## config.mk

```make
export PLATFORM = sky130hd
export DESIGN_NAME = spec_store_buf
export DESIGN_NICKNAME = d
export VERILOG_FILES = /design/src/rtl/ssb_pkg.sv /design/src/rtl/ssb_cam.sv /design/src/rtl/spec_store_buf.sv
export SDC_FILE = /design/constraint.sdc
export NUM_CORES = 1
export LEC_CHECK = 0
export BUFFER_PORTS_ARGS = -buffer_cell sky130_fd_sc_hd__buf_2
export CELL_PAD_IN_SITES_DETAIL_PLACEMENT = 0
export CELL_PAD_IN_SITES_GLOBAL_PLACEMENT = 1
export CORE_ASPECT_RATIO = 1.1
export CORE_MARGIN = 2
export CORE_UTILIZATION = 41
export CTS_CLUSTER_DIAMETER = 120
export DETAILED_ROUTE_END_ITERATION = 16
export PLACE_DENSITY = 0.78
export SLEW_MARGIN = 20
export SYNTH_ARGS = -nofsm -noshare
export SYNTH_HDL_FRONTEND = slang
export SYNTH_SLANG_ARGS = --single-unit
```

## constraint.sdc

```tcl
create_clock -name clk -period 2.6 [get_ports clk]
set_input_delay 0.13 -clock clk [delete_from_list [all_inputs] [get_ports clk]]
set_output_delay 0.13 -clock clk [all_outputs]
set_load 0.02 [all_outputs]
```

## src/rtl/ssb_pkg.sv

```systemverilog
package ssb_pkg;
    typedef enum logic [1:0] {
        MODE_IDLE  = 2'd0,
        MODE_SPEC  = 2'd1,
        MODE_DRAIN = 2'd2
    } ssb_mode_e;
endpackage

```

## src/rtl/ssb_cam.sv

```systemverilog
module ssb_cam #(
    parameter int DEPTH  = 4,
    parameter int ADDR_W = 16,
    parameter int IDX_W  = 2
) (
    input  logic [DEPTH-1:0]             vld,
    input  logic [DEPTH-1:0][ADDR_W-1:0] tags,
    input  logic [ADDR_W-1:0]            key,
    output logic [DEPTH-1:0]             match,
    output logic                         hit,
    output logic [IDX_W-1:0]             idx
);
    for (genvar g = 0; g < DEPTH; g++) begin : g_cmp
        assign match[g] = vld[g] && (tags[g] == key);
    end

    always_comb begin
        hit = 1'b0;
        idx = '0;
        for (int i = 0; i < DEPTH; i++) begin
            if (match[i]) begin
                hit = 1'b1;
                idx = IDX_W'(i);
            end
        end
    end
endmodule

```

## src/rtl/spec_store_buf.sv

```systemverilog
module spec_store_buf
    import ssb_pkg::*;
#(
    parameter int ADDR_W = 16,
    parameter int DATA_W = 32,
    parameter int DEPTH  = 4
) (
    input  logic              clk,
    input  logic              rst_n,
    input  logic              st_valid,
    input  logic [ADDR_W-1:0] st_addr,
    input  logic [DATA_W-1:0] st_data,
    output logic              st_ready,
    input  logic [ADDR_W-1:0] ld_addr,
    output logic              ld_hit,
    output logic [DATA_W-1:0] ld_data,
    input  logic              ckpt_req,
    input  logic              commit_req,
    input  logic              rollback_req,
    output logic              spec_active,
    output logic              draining,
    output logic              mem_valid,
    input  logic              mem_ready,
    output logic [ADDR_W-1:0] mem_addr,
    output logic [DATA_W-1:0] mem_data
);
    localparam int IW = (DEPTH > 1) ? $clog2(DEPTH) : 1;
    localparam int CW = $clog2(DEPTH + 1);

    typedef struct packed {
        ssb_mode_e                    mode;
        logic [CW-1:0]                cnt;
        logic [IW-1:0]                rd;
        logic [DEPTH-1:0]             vld;
        logic [DEPTH-1:0][ADDR_W-1:0] addr;
        logic [DEPTH-1:0][DATA_W-1:0] data;
    } state_t;

    state_t s_d, s_q;

    logic [DEPTH-1:0] st_match, ld_match;
    logic             st_hit, ld_hit_w;
    logic [IW-1:0]    st_idx, ld_idx;
    logic [IW-1:0]    wr_idx;

    ssb_cam #(.DEPTH(DEPTH), .ADDR_W(ADDR_W), .IDX_W(IW)) i_st_cam (
        .vld(s_q.vld), .tags(s_q.addr), .key(st_addr),
        .match(st_match), .hit(st_hit), .idx(st_idx)
    );

    ssb_cam #(.DEPTH(DEPTH), .ADDR_W(ADDR_W), .IDX_W(IW)) i_ld_cam (
        .vld(s_q.vld), .tags(s_q.addr), .key(ld_addr),
        .match(ld_match), .hit(ld_hit_w), .idx(ld_idx)
    );

    assign wr_idx      = s_q.cnt[IW-1:0];
    assign ld_hit      = ld_hit_w;
    assign ld_data     = ld_hit_w ? s_q.data[ld_idx] : '0;
    assign spec_active = (s_q.mode != MODE_IDLE);
    assign draining    = (s_q.mode == MODE_DRAIN);

    // Port-side outputs per mode
    always_comb begin
        st_ready  = 1'b0;
        mem_valid = 1'b0;
        mem_addr  = st_addr;
        mem_data  = st_data;
        case (s_q.mode)
            MODE_IDLE: begin
                st_ready  = mem_ready;
                mem_valid = st_valid;
            end
            MODE_SPEC: begin
                st_ready  = !rollback_req && !commit_req;
            end
            MODE_DRAIN: begin
                mem_valid = 1'b1;
                mem_addr  = s_q.addr[s_q.rd];
                mem_data  = s_q.data[s_q.rd];
            end
            default: ;
        endcase
    end

    // Next-state computation
    always_comb begin
        s_d = s_q;
        case (s_q.mode)
            MODE_IDLE: begin
                if (ckpt_req) s_d.mode = MODE_SPEC;
            end
            MODE_SPEC: begin
                if (rollback_req) begin
                    s_d.vld  = '0;
                    s_d.cnt  = '0;
                    s_d.rd   = '0;
                    s_d.mode = MODE_IDLE;
                end else if (commit_req) begin
                    s_d.rd   = '0;
                    s_d.mode = (s_q.cnt == '0) ? MODE_IDLE : MODE_DRAIN;
                end else if (st_valid) begin
                    if (st_hit) begin
                        s_d.data[st_idx] = st_data;
                    end else begin
                        s_d.vld[wr_idx]  = 1'b1;
                        s_d.addr[wr_idx] = st_addr;
                        s_d.data[wr_idx] = st_data;
                        s_d.cnt          = s_q.cnt + 1'b1;
                        if (s_q.cnt + 1'b1 == CW'(DEPTH)) begin
                            s_d.rd   = '0;
                            s_d.mode = MODE_DRAIN;
                        end
                    end
                end
            end
            MODE_DRAIN: begin
                if (mem_ready) begin
                    s_d.vld[s_q.rd] = 1'b0;
                    if (CW'(s_q.rd) + 1'b1 == s_q.cnt) begin
                        s_d.cnt  = '0;
                        s_d.rd   = '0;
                        s_d.mode = MODE_IDLE;
                    end else begin
                        s_d.rd = s_q.rd + 1'b1;
                    end
                end
            end
            default: s_d.mode = MODE_IDLE;
        endcase
    end

    always_ff @(posedge clk) begin
        if (!rst_n) s_q <= '0;
        else        s_q <= s_d;
    end


    no_spec_leak_chk: assert property (@(posedge clk) disable iff (!rst_n)
        (s_q.mode == MODE_SPEC) |-> !mem_valid);


    unique_tag_chk: assert property (@(posedge clk) disable iff (!rst_n)
        $onehot0(ld_match) && $onehot0(st_match));


    drain_hold_chk: assert property (@(posedge clk) disable iff (!rst_n)
        (draining && !mem_ready) |=> (mem_valid && $stable(mem_addr) && $stable(mem_data)));


    drain_stall_chk: assert property (@(posedge clk) disable iff (!rst_n)
        draining |-> !st_ready);


    full_forces_drain_chk: assert property (@(posedge clk) disable iff (!rst_n)
        (s_q.cnt == CW'(DEPTH)) |-> draining);


    rollback_clear_chk: assert property (@(posedge clk) disable iff (!rst_n)
        (s_q.mode == MODE_SPEC && rollback_req) |=> (s_q.vld == '0 && !spec_active));
endmodule

```

Word-level counts from Yosys, hierarchy flattened
Cells that the tools add are included.

word-level totals
  register bits = 203
  bits of input ports = 71

operators by class
  eq/ne operators = 21
  bitwise gates (word level) = 6
  muxes and demuxes = 55
  $add $sub $neg = 3
  reduce and logical (&&, ||, !) cells = 24
  magnitude comparators = 7

operators by type and width
  kind                  count
  $bwmux W128           2
  $mux W203             1
  $mux W196             1
  $mux W32              6
  $bmux W32 S2          2
  $demux W32 S2         2
  $eq A16 B16 Y1        8
  $mux W128             1
  $mux W75              1
  $bwmux W64            1
  $mux W16              3
  $bmux W16 S2          1
  $demux W16 S2         1
  $mux W11              2
  $mux W2               11
  $pmux W9 S2           1
  $reduce_and A5 Y1     3
  $logic_and A1 B1 Y1   12
  $lt A2 B3 Y1 const B  4
  $mux W1               12
  $ne A4 B4 Y1 const B  3
  $reduce_and A6 Y1     2
  $ne A3 B3 Y1 const B  3
  $ge A2 B1 Y1 const B  3
  other kinds (23)      30

Depth between registers and ports, before layout
Gate-level depths: netlist of run 1.

  word-level depth = 15
  mapped depth = 11

Hierarchy
Synthesis of run 1 repeated with hierarchy kept, for this count alone.

unflattened totals
  cells, all modules = 1108
  area, all modules = 12539.5 µm²

modules (own cells, without submodules)
  module          sequential area each (µm²)  cells an instance  instances  area an instance (µm²)
  spec_store_buf  4063.9                      912                1          10915.5
  ssb_cam         0.0                         98                 2          812.0

Worst setup path before layout of run 1
OpenSTA, ideal clock, no wires.

  path kind = register to register
  from = register s_q[196] in the netlist's numbering
  to = register s_q[202] in the netlist's numbering
  slack = -0.271 ns
  cell stages (with the launch flop) = 12
  arrival time = 2.747 ns
  required time = 2.477 ns
  library setup time = 0.123 ns
  buffers on the path = 3
  path through = dfxtp_1 -> clkbuf_1 -> buf_1 -> clkbuf_1 -> inv_1 -> ha_1 -> xnor2_1 -> nand4_1 -> a2bb2oi_1 -> nand4_1 -> o211ai_1 -> a21oi_1

on the way
  cells in the longest elaborated chain, start to end = 4

RTL lines
  element                      RTL line               RTL
  start, declared              spec_store_buf.sv:39   state_t s_d, s_q;
  start signal, assigned       spec_store_buf.sv:133  if (!rst_n) s_q <= '0;
  start signal, assigned       spec_store_buf.sv:134  else s_q <= s_d;
  $add A2 B1 Y3                spec_store_buf.sv:119  if (CW'(s_q.rd) + 1'b1 == s_q.cnt) begin
  $eq A3 B3 Y1                 spec_store_buf.sv:119
  $ne A2 B1 Y1 (no line)       n/a
  $reduce_and A6 Y1 (no line)  n/a

Every way passes these cells.
A chain may end at the register's enable or synchronous reset.

==> results.py, run 1 <==
metrics = {
    "run_status": {
        "status": "complete, but fails checks",
        "violations": "negative setup slack",
    },
    "global_route": {
        "antenna_found_initial": 2,
        "grt_usage_pct": 29.2,
        "overflow": 0,
        "grt_pass1_vias": 12400,
        "grt_max_degree": 51,
        "grt_pass1_wl_um": 72500,
    },
    "yosys": {
        "ys_warn_count": 0,
        "synth_top_area_share_pct": 32.5,
        "synth_edf_count": 0,
        "synth_most_common_cell": "dfxtp_1",
        "synth_cells": 1378,
        "synth_largest_area_cell": "dfxtp_1",
        "async_flop_share_pct": 0,
        "synth_nets": 1461,
        "synth-seq-cells": 203,
        "ys.flop_type": "dfxtp_1",
        "synthDistinctLibCells": 60,
        "synth.area.top_cells": "dfxtp_1 32%, mux2i_1 13%, mux4_2 8.6%",
        "synth_area_um2": 12500,
        "synth.avg_cell_area_um2": 9.08,
        "yosysSeqAreaShare_pct": 32.5,
        "synth_common_cells": "203 x dfxtp_1, 162 x mux2i_1, 132 x nor2_1",
    },
    "clock_tree": {
        "path_clk_slew_ns": 0.06,
        "clockBufferDepth": 3,
        "clk_latency_ns": 0.53,
        "cts_tree": "built",
        "cts_num_sinks": 203,
        "cts_buffers": 24,
        "cts_max_level": 1,
        "cts-root-buf": "clkbuf_16",
    },
    "worst_setup_path": {
        "worstPathMaxFanout": 9,
        "path_cells": "xor2_1 -> nor4_1 -> buf_4 -> nand2_1 -> or4_4 -> buf_4 -> buf_12 -> o211ai_1 -> a21oi_1 -> buf_4",
        "crit_top_cell": "buf_4",
        "cp_num_buf_inv": 4,
        "end_kind": "primary output",
        "reg2reg_depth": 12,
        "worstSetupPathType": "reg2out",
        "rrSetupSlack_ns": -0.39,
        "max_stage_delay_ns": 0.59,
        "path_delay_family": "simple AND/OR/NAND/NOR gates",
        "worstPathArrival_ns": 2.86,
        "critPathLaunchType": "register",
        "cp_slowest_cell": "or4_4",
        "required_ns": 2.47,
    },
    "timing": {
        "slew_headroom_pct": 50.2,
        "setup_slack_ns": -0.395,
        "hold_viol": 0,
        "post-route-period-util_pct": 115,
        "rsz0062_at_grt": "true",
        "tightest_slew_ns": 0.744,
        "finClkSkew_ns": 0.0161,
        "drv_slew": 0,
        "setup_violations": 236,
        "max_freq_ghz": 0.334,
        "period_minus_slack_ns": 2.99,
    },
    "placement": {
        "dpl_worst_slack_ns": -0.161,
        "dp_hpwl_um": 29100,
        "place_inst": 1967,
        "place.gp.congestion": 0.929,
        "port_buffers": 155,
        "place_area_um2": 14600,
    },
    "final_layout": {
        "drive_gt1_share_pct": 37.6,
        "fin_nets": 1757,
        "area_delta_synth_final_pct": 41.0,
        "final_area_um2": 17600,
        "layout.cells.non_filler": 2106,
    },
    "min_path": {
        "min_from": "st_addr[4]",
        "hold_path_class": "in2reg",
        "hold_depth": 4,
    },
    "floorplanning": {
        "start_util_pct": 41.3,
        "die-height_um": 187,
        "core_um2": 30300,
        "dieArea_um2": 31900,
        "ios": 156,
        "num_rows": 67,
        "chipWidth_um": 171,
    },
    "drt": {
        "vias": 12400,
        "drtIter0Drc": 1012,
        "vias_per_cell": 5.90,
        "drtPass1Iterations": 5,
        "route.detailed.drc": 0,
        "detail-route-antenna-nets": 0,
        "wire_per_inst_um": 22.8,
        "drt-total-wl_um": 48000,
    },
    "power": {
        "vdd_drop_max_uv": 496,
        "p_leak_nw": 7.43,
        "powerDensity_nw_per_um2": 429,
    },
    "flow_run": {
        "drv_cap": 0,
    },
}
## tightest hold or removal path: cells and delay by family
| kind | cells | cell delay (ns) |
|---|---|---|
| and+or+nand+nor | 1 | 0.07 |
| muxes | 1 | 0.06 |
| buffers and inverters | 2 | 0.26 |
## what timing repair did
item	CTS	global route
hold buffers	35	0
cloned	26	3
hold endpoints to repair	132	0
pin swaps	55	53
setup endpoints to repair	226	235
setup buffers	32	21
gates resized for setup	200	115
## area by class of cell
cell class | instances | area [um2]
inverters | 16 | 67.6
well taps | 414 | 518
clock buffers | 37 | 759
flip-flops and latches | 203 | 4080
fillers | 2532 | 12600
repair buffers | 390 | 3720
multi-input cells | 1039 | 8430
clock inverters | 6 | 66.3
diodes | 1 | 2.50
## per-stage QoR
stage / hold WS, ns / util [%] / TNS (ns) / power (mW)
2_1_floorplan: 0.269 / - / 0 / 3.67
3_3_place_gp: 0.421 / 48.2 / -7.94 / 4.00
3_5_place_dp: 0.428 / 48.2 / -11.83 / 4.01
4_1_cts: 0.0207 / 57.5 / -47.43 / 7.56
5_1_grt: 0.0444 / 58.3 / -73.83 / 7.77
6_report: 0.0238 / 58.3 / -61.17 / 7.57
## how the worst max path moves through the flow
| stage | cells after the start | slack [ns] | to | startpoint |
|---|---|---|---|---|
| floorplan | 9 | 0.002 | register | register |
| detailed placement | 9 | -0.16 | ld_data[22] | register |
| global placement | 10 | -0.12 | ld_data[9] | register |
| global route | 9 | -0.48 | ld_data[31] | register |
| CTS | 11 | -0.37 | ld_data[6] | register |
| finish | 10 | -0.39 | ld_data[28] | register |
## kinds of logic after synthesis
kind of cell	synth area share (%)
mux	25.9
simple gates	15.9
buf+inv	5.31
fa+ha+maj	1.20
flops	32.5
compound gates	9.92
xor+xnor	9.23
## power breakdown
part | internal, mW | switching (mW)
combinational | 0.374 | 0.536
clock | 2.10 | 1.42
sequential | 3.13 | 0.0175
total | 5.60 | 1.97
## layout by cell type, fill, tap and decap left out, drive strengths merged, types with 2 or more instances in the layout
cell	n
nand4	25
or4	4
nand2	113
mux2	48
dfxtp	203
nor2	132
o41ai	3
mux2i	162
o21a	2
nor3	9
inv	15
xnor2	54
o2111ai	4
o311ai	4
or4b	2
nor4	17
o211ai	35
a21oi	72
mux4	48
or2	4
and4	2
clkbuf	40
o21ai	77
dlygate4sd3	35
xor2	77
nor3b	2
nand3	107
ha	12
clkinv	6
and2	3
o22ai	3
o21bai	2
and3	2
buf	351
## routing by layer
| layer | GRT usage [%] | up-vias | part of all wire (%) |
|---|---|---|---|
| li1 | - | 5546 | - |
| met1 | 35.9 | 6159 | 40 |
| met2 | 48.3 | 579 | 49 |
| met3 | 4.91 | 145 | 6.9 |
| met4 | 15.9 | 2 | 4.8 |
| met5 | 0 | - | 0.025 |
(Power assumes the default switching activity.)
==> run 2: changes to the inputs <==
CORE_UTILIZATION = 45   (was 41)
PLACE_DENSITY = 0.82   (was 0.78)
clock period = 3.2 ns   (was 2.6 ns; I/O delays follow)
==> run 2 against run 1 <==
Net effect: combinational power down 31%; largest power group unchanged; total power down 16%; sequential share of layout area rose by 4.1 points; die area fell by 8.7%; clock power is 11% lower; highest routed layer is now met4; non-clock buffer count fell by 166; final area shrank 15%; via count down 10%; first-iteration DRC count decreased by 5.5%; sequential cell count is the same; critical endpoint is now ld_data[2]; the flow now finishes without violations; count of clock-buffer cells in the layout down 3; critical path type unchanged.
==> results.py, run 2 (same netlist as run 1, synthesis figures left out) <==
metrics = {
    "global_route": {
        "grt_pass1_vias": 10900,
        "grt_pass1_wl_um": 62100,
        "antenna_found_initial": 0,
        "overflow": 0,
        "grt_usage_pct": 27.2,
        "grt_max_degree": 79,
    },
    "drt": {
        "vias_per_cell": 5.92,
        "route.detailed.drc": 0,
        "vias": 11200,
        "drtIter0Drc": 956,
        "drtPass1Iterations": 5,
        "wire_per_inst_um": 21.4,
        "detail-route-antenna-nets": 0,
        "drt-total-wl_um": 40400,
    },
    "min_path": {
        "hold_path_class": "in2reg",
    },
    "final_layout": {
        "layout.cells.non_filler": 1888,
        "area_delta_synth_final_pct": 19.6,
        "most-common-layout-cells": "199 x dfxtp_1, 162 x mux2i_1, 155 x buf_2",
        "layout_commonest_cell": "dfxtp_1",
        "drive_gt1_share_pct": 24.2,
        "fin_nets": 1591,
        "num_antenna_cells": 0,
    },
    "timing": {
        "rsz0062_at_grt": "false",
        "drv_slew": 0,
        "setup_violations": 0,
        "setup_tns_ns": 0,
        "post-route-period-util_pct": 96.5,
        "slew_headroom_pct": 40.5,
        "finClkSkew_ns": 0.00935,
        "hold_viol": 0,
        "max_freq_ghz": 0.324,
        "tightest_slew_ns": 0.892,
        "period_minus_slack_ns": 3.09,
    },
    "worst_setup_path": {
        "worstSetupPathType": "reg2out",
        "worstPathMaxFanout": 38,
        "worstPathArrival_ns": 2.93,
        "setup.worst_path.end": "ld_data[2]",
        "reg2reg_depth": 8,
        "rrSetupSlack_ns": 0.20,
        "required_ns": 3.04,
        "critPathLaunchType": "register",
        "end_kind": "primary output",
    },
    "clock_tree": {
        "cts_buffers": 24,
        "cts_tree": "built",
        "clockBufferDepth": 3,
        "clk_latency_ns": 0.52,
        "cts-root-buf": "clkbuf_16",
        "cts_num_sinks": 203,
        "cts_max_level": 1,
        "path_clk_slew_ns": 0.06,
    },
    "floorplanning": {
        "core_um2": 27500,
        "chipWidth_um": 163,
        "die-height_um": 179,
        "start_util_pct": 45.4,
        "ios": 156,
        "num_rows": 64,
        "dieArea_um2": 29200,
    },
    "power": {
        "pwr-share-clk_pct": 49.7,
        "power_mw": 6.33,
        "power.share.switching_pct": 24.1,
        "p_leak_nw": 6.12,
        "p_int_mw": 4.81,
        "pwr-share-comb_pct": 9.9,
        "vdd_drop_max_uv": 362,
        "seq_power_share_pct": 40.4,
        "powerDensity_nw_per_um2": 423,
        "p_sw_mw": 1.53,
    },
    "placement": {
        "dp_hpwl_um": 26100,
        "port_buffers": 155,
        "place.gp.congestion": 0.970,
        "place_inst": 1811,
    },
    "run_status": {
        "status": "finished clean",
    },
    "flow_run": {
        "drv_cap": 0,
    },
}
## run 2: changes by cell type in the layout (fill, tap and decap cells not counted), moves of 15 or more
cell and delta:
o21ai_2 -30, o21ai_0 +40, buf_6 -36, nand3_1 +25, buf_4 -112, buf_12 -24, nand3_2 -25, buf_2 +33
a21oi_1 +15
## run 2: cell type report
type,instances,area (um2)
well taps,363,454
clock inverters,9,200
repair buffers,224,1570
inverters,16,62.6
clock buffers,34,709
flip-flops and latches,203,4070
fillers,2524,12600
multi-input cells,1039,7900
## run 2: timing repair
item,CTS,global route
pin swaps,2,0
gates resized for setup,18,5
endpoints found under the setup margin,32,9
setup buffers,2,0
hold buffers,32,0
endpoints found under the hold margin,124,0
## run 2: worst min-delay path by stage
stage | slack [ns] | start | cells past startpoint | to
floorplan | 0.30 | st_data[31] | 2 | register
global placement | 0.45 | st_data[1] | 3 | register
detailed placement | 0.46 | st_data[13] | 3 | register
CTS | 0.02 | st_addr[9] | 3 | register
global route | 0.05 | st_addr[7] | 3 | register
finish | 0.04 | st_addr[11] | 3 | register
## run 2: routing by layer
layer / share of wire, % / up-vias / global-route usage [%]
met5: 0 / - / 0
met4: 3.1 / 0 / 9.07
met3: 6.4 / 87 / 3.17
met2: 49 / 469 / 47.6
met1: 41 / 5410 / 34.8
li1: - / 5203 / -
## run 2: per-stage QoR
step / hold slack [ns] / worst slack (ns) / instance area (um2) / utilization [%]
floorplan: 0.299 / 0.329 / 12500 / -
global placement: 0.451 / 0.328 / 13600 / 49.4
detailed placement: 0.456 / 0.302 / 13600 / 49.4
CTS: 0.0219 / 0.119 / 14900 / 54.2
global route: 0.0544 / 0.00193 / 15000 / 54.3
finish: 0.0379 / 0.112 / 15000 / 54.3
## run 2: power groups by stage
stage | sequential, mW | clock [mW] | combinational (mW)
after floorplan | 2.61 | 0 | 0.372
after global placement | 2.61 | 0 | 0.587
after detailed placement | 2.61 | 0 | 0.589
after CTS | 2.56 | 3.18 | 0.625
after global routing | 2.56 | 3.27 | 0.676
final | 2.56 | 3.15 | 0.630
## run 2: critical path, stage by stage (launching register included)
cell and delay (ns):
dfxtp_1 0.35, xor2_1 0.23, nor4bb_2 0.29, nand4b_1 0.13, or4_4 0.58, buf_12 0.20
nand3_1 0.08, o211ai_1 0.09, a21oi_1 0.24, buf_2 0.21
==> run 3: changes to the inputs <==
CELL_PAD_IN_SITES_DETAIL_PLACEMENT = 1   (was 0)
CELL_PAD_IN_SITES_GLOBAL_PLACEMENT = 2   (was 1)
CORE_ASPECT_RATIO = 0.5   (was 1.1)
CORE_UTILIZATION = 37   (was 45)
PLACE_DENSITY = default   (was 0.82)
PLACE_DENSITY_LB_ADDON = 0.1   (was default)
==> run 3 against run 2 <==
Net effect: first-iteration DRC count fell by 31%; worst hold slack worse by 0.017 ns; clock skew is 0.0053 ns higher; final area rose by 0.18%; die area rose by 21%; global-route usage fell by 0.78 points; sequential share of layout area is essentially flat; critical endpoint is now ld_data[12]; total power fell by 6.1%; critical path depth decreased by 1; count of clock-buffer cells in the layout shrank 4; maximum frequency decreased by 1.5%; non-clock buffer count rose by 7.
==> results.py, run 3 (same netlist as run 1, synthesis figures left out) <==
metrics = {
    "final_layout": {
        "fin_nets": 1596,
        "num_antenna_cells": 0,
        "utilization_pct": 45.2,
        "multi_input_area_um2": 7940,
        "drive_gt1_share_pct": 24.2,
        "layout_commonest_cell": "dfxtp_1",
        "final_area_um2": 15000,
        "area_delta_synth_final_pct": 19.8,
        "nFillCells": 3832,
        "most-common-layout-cells": "198 x dfxtp_1, 162 x mux2i_1, 155 x buf_2",
        "regArea_um2": 4070,
    },
    "placement": {
        "dp_hpwl_um": 30300,
        "port_buffers": 155,
        "place.gp.congestion": 0.914,
        "place_area_um2": 13700,
        "dpl_worst_slack_ns": 0.243,
    },
    "drt": {
        "met3WireLength_um": 2110,
        "route.detailed.drc": 0,
        "drtIter0Drc": 658,
        "m1WireLength_um": 21600,
        "drt-total-wl_um": 47000,
        "detail-route-antenna-nets": 0,
        "drtPass1Iterations": 7,
        "vias": 11300,
        "top_layer": "met4",
        "wire_per_inst_um": 23.9,
        "vias_per_cell": 5.74,
        "met2RoutedLength_um": 22400,
    },
    "worst_setup_path": {
        "critPathLaunchType": "register",
        "cp_slowest_cell": "or4_4",
        "max_stage_delay_ns": 0.64,
        "worstSetupPathType": "reg2out",
        "worstPathMaxFanout": 32,
        "rrSetupSlack_ns": 0.23,
        "end_kind": "primary output",
        "reg2reg_depth": 7,
        "worstPathArrival_ns": 2.98,
        "reg2reg_to": "s_q[197]",
        "required_ns": 3.04,
        "path_cells": "xnor2_1 -> nand3b_1 -> or4_4 -> buf_12 -> nand3_1 -> o211ai_1 -> a21oi_1 -> buf_2",
    },
    "timing": {
        "slew_headroom_pct": 41.7,
        "finClkSkew_ns": 0.0147,
        "tightest_slew_ns": 0.874,
        "drv_slew": 0,
        "hold_viol": 0,
        "rsz0062_at_grt": "false",
        "period_minus_slack_ns": 3.14,
        "setup_tns_ns": 0,
        "max_freq_ghz": 0.319,
        "timing.hold.ws_ns": 0.0207,
        "setup_violations": 0,
        "setup_slack_ns": 0.0650,
        "post-route-period-util_pct": 98.0,
    },
    "min_path": {
        "hold_depth": 3,
        "hold_path_class": "in2reg",
        "min_from": "st_addr[15]",
    },
    "global_route": {
        "grt_max_degree": 73,
        "grt_pass1_wl_um": 72900,
        "antenna_found_initial": 0,
        "grt_pass1_vias": 12000,
        "overflow": 0,
        "grt_usage_pct": 26.4,
    },
    "clock_tree": {
        "cts_tree": "built",
        "cts_buffers": 22,
        "cts-root-buf": "clkbuf_16",
        "cts_max_level": 1,
        "clockBufferDepth": 3,
        "path_clk_slew_ns": 0.07,
        "cts_num_sinks": 203,
        "clk_latency_ns": 0.54,
    },
    "floorplanning": {
        "chipWidth_um": 264,
        "dieArea_um2": 35400,
        "core_um2": 33200,
        "start_util_pct": 37.7,
        "num_rows": 47,
        "ios": 156,
        "die-height_um": 134,
    },
    "power": {
        "vdd_drop_max_uv": 256,
        "powerDensity_nw_per_um2": 397,
        "p_leak_nw": 6.12,
    },
    "run_status": {
        "status": "finished clean",
    },
    "flow_run": {
        "drv_cap": 0,
    },
}
==> run 3: cell types whose count changed in the layout (fill, tap and decap cells not counted), sizes merged <==
cell,change
bufinv,-3
clkinv,+1
clkbuf,-4
dlygate4sd3,+1
buf,+6
==> run 3: through the flow <==
stage	instances	power, mW
3_5_place_dp	1894	3.22
6_report	1967	5.95
3_3_place_gp	1894	3.21
2_1_floorplan	1378	2.98
5_1_grt	1967	6.16
4_1_cts	1967	6.00
==> run 3: worst max path at each step <==
stage | endpoint | depth (start not counted) | start | slack [ns]
6_report | ld_data[12] | 8 | register | 0.06
3_5_place_dp | register | 9 | st_addr[7] | 0.24
4_1_cts | ld_data[1] | 9 | register | 0.02
2_1_floorplan | s_q[202] | 11 | s_q[196] | 0.33
5_1_grt | ld_data[1] | 8 | register | 0.001
3_3_place_gp | s_q[196] | 9 | st_addr[2] | 0.26
==> run 3: critical path, delay by kind of cell, from the launching register on <==
family | cells | cell delay, ns
AO/OA/AOI/OAI | 2 | 0.31
XOR/XNOR | 1 | 0.44
flip-flops | 1 | 0.35
AND/OR/NAND/NOR | 3 | 0.87
buffers and inverters | 2 | 0.44
==> run 3: power breakdown <==
part / internal [mW] / switching (mW)
logic: 0.244 / 0.401
clock network: 1.58 / 1.17
registers: 2.54 / 0.0155
total: 4.36 / 1.58
==> run 3: repair_timing <==
action                     CTS  global route
pin swaps                    2             4
hold endpoints to repair   129             0
hold buffers                33             0
gates resized for setup     13            16
cloned                       1             0
setup endpoints to repair   33            32
buffers inserted             2             0
==> run 3: final cells by class <==
type,count,area share [%]
Timing Repair Buffer,231,10.9
Clock inverter,7,0.843
Sequential cell,203,27.2
Inverter,16,0.417
Multi-Input combinational cell,1039,53.0
Clock buffer,30,4.07
Tap cell,441,3.68
==> run 3: routing by layer <==
| metal | GRT usage [%] | up-vias |
|---|---|---|
| li1 | - | 5184 |
| met1 | 35.6 | 5785 |
| met2 | 44.7 | 258 |
| met3 | 3.93 | 69 |
| met4 | 6.16 | 0 |
| met5 | 0 | - |
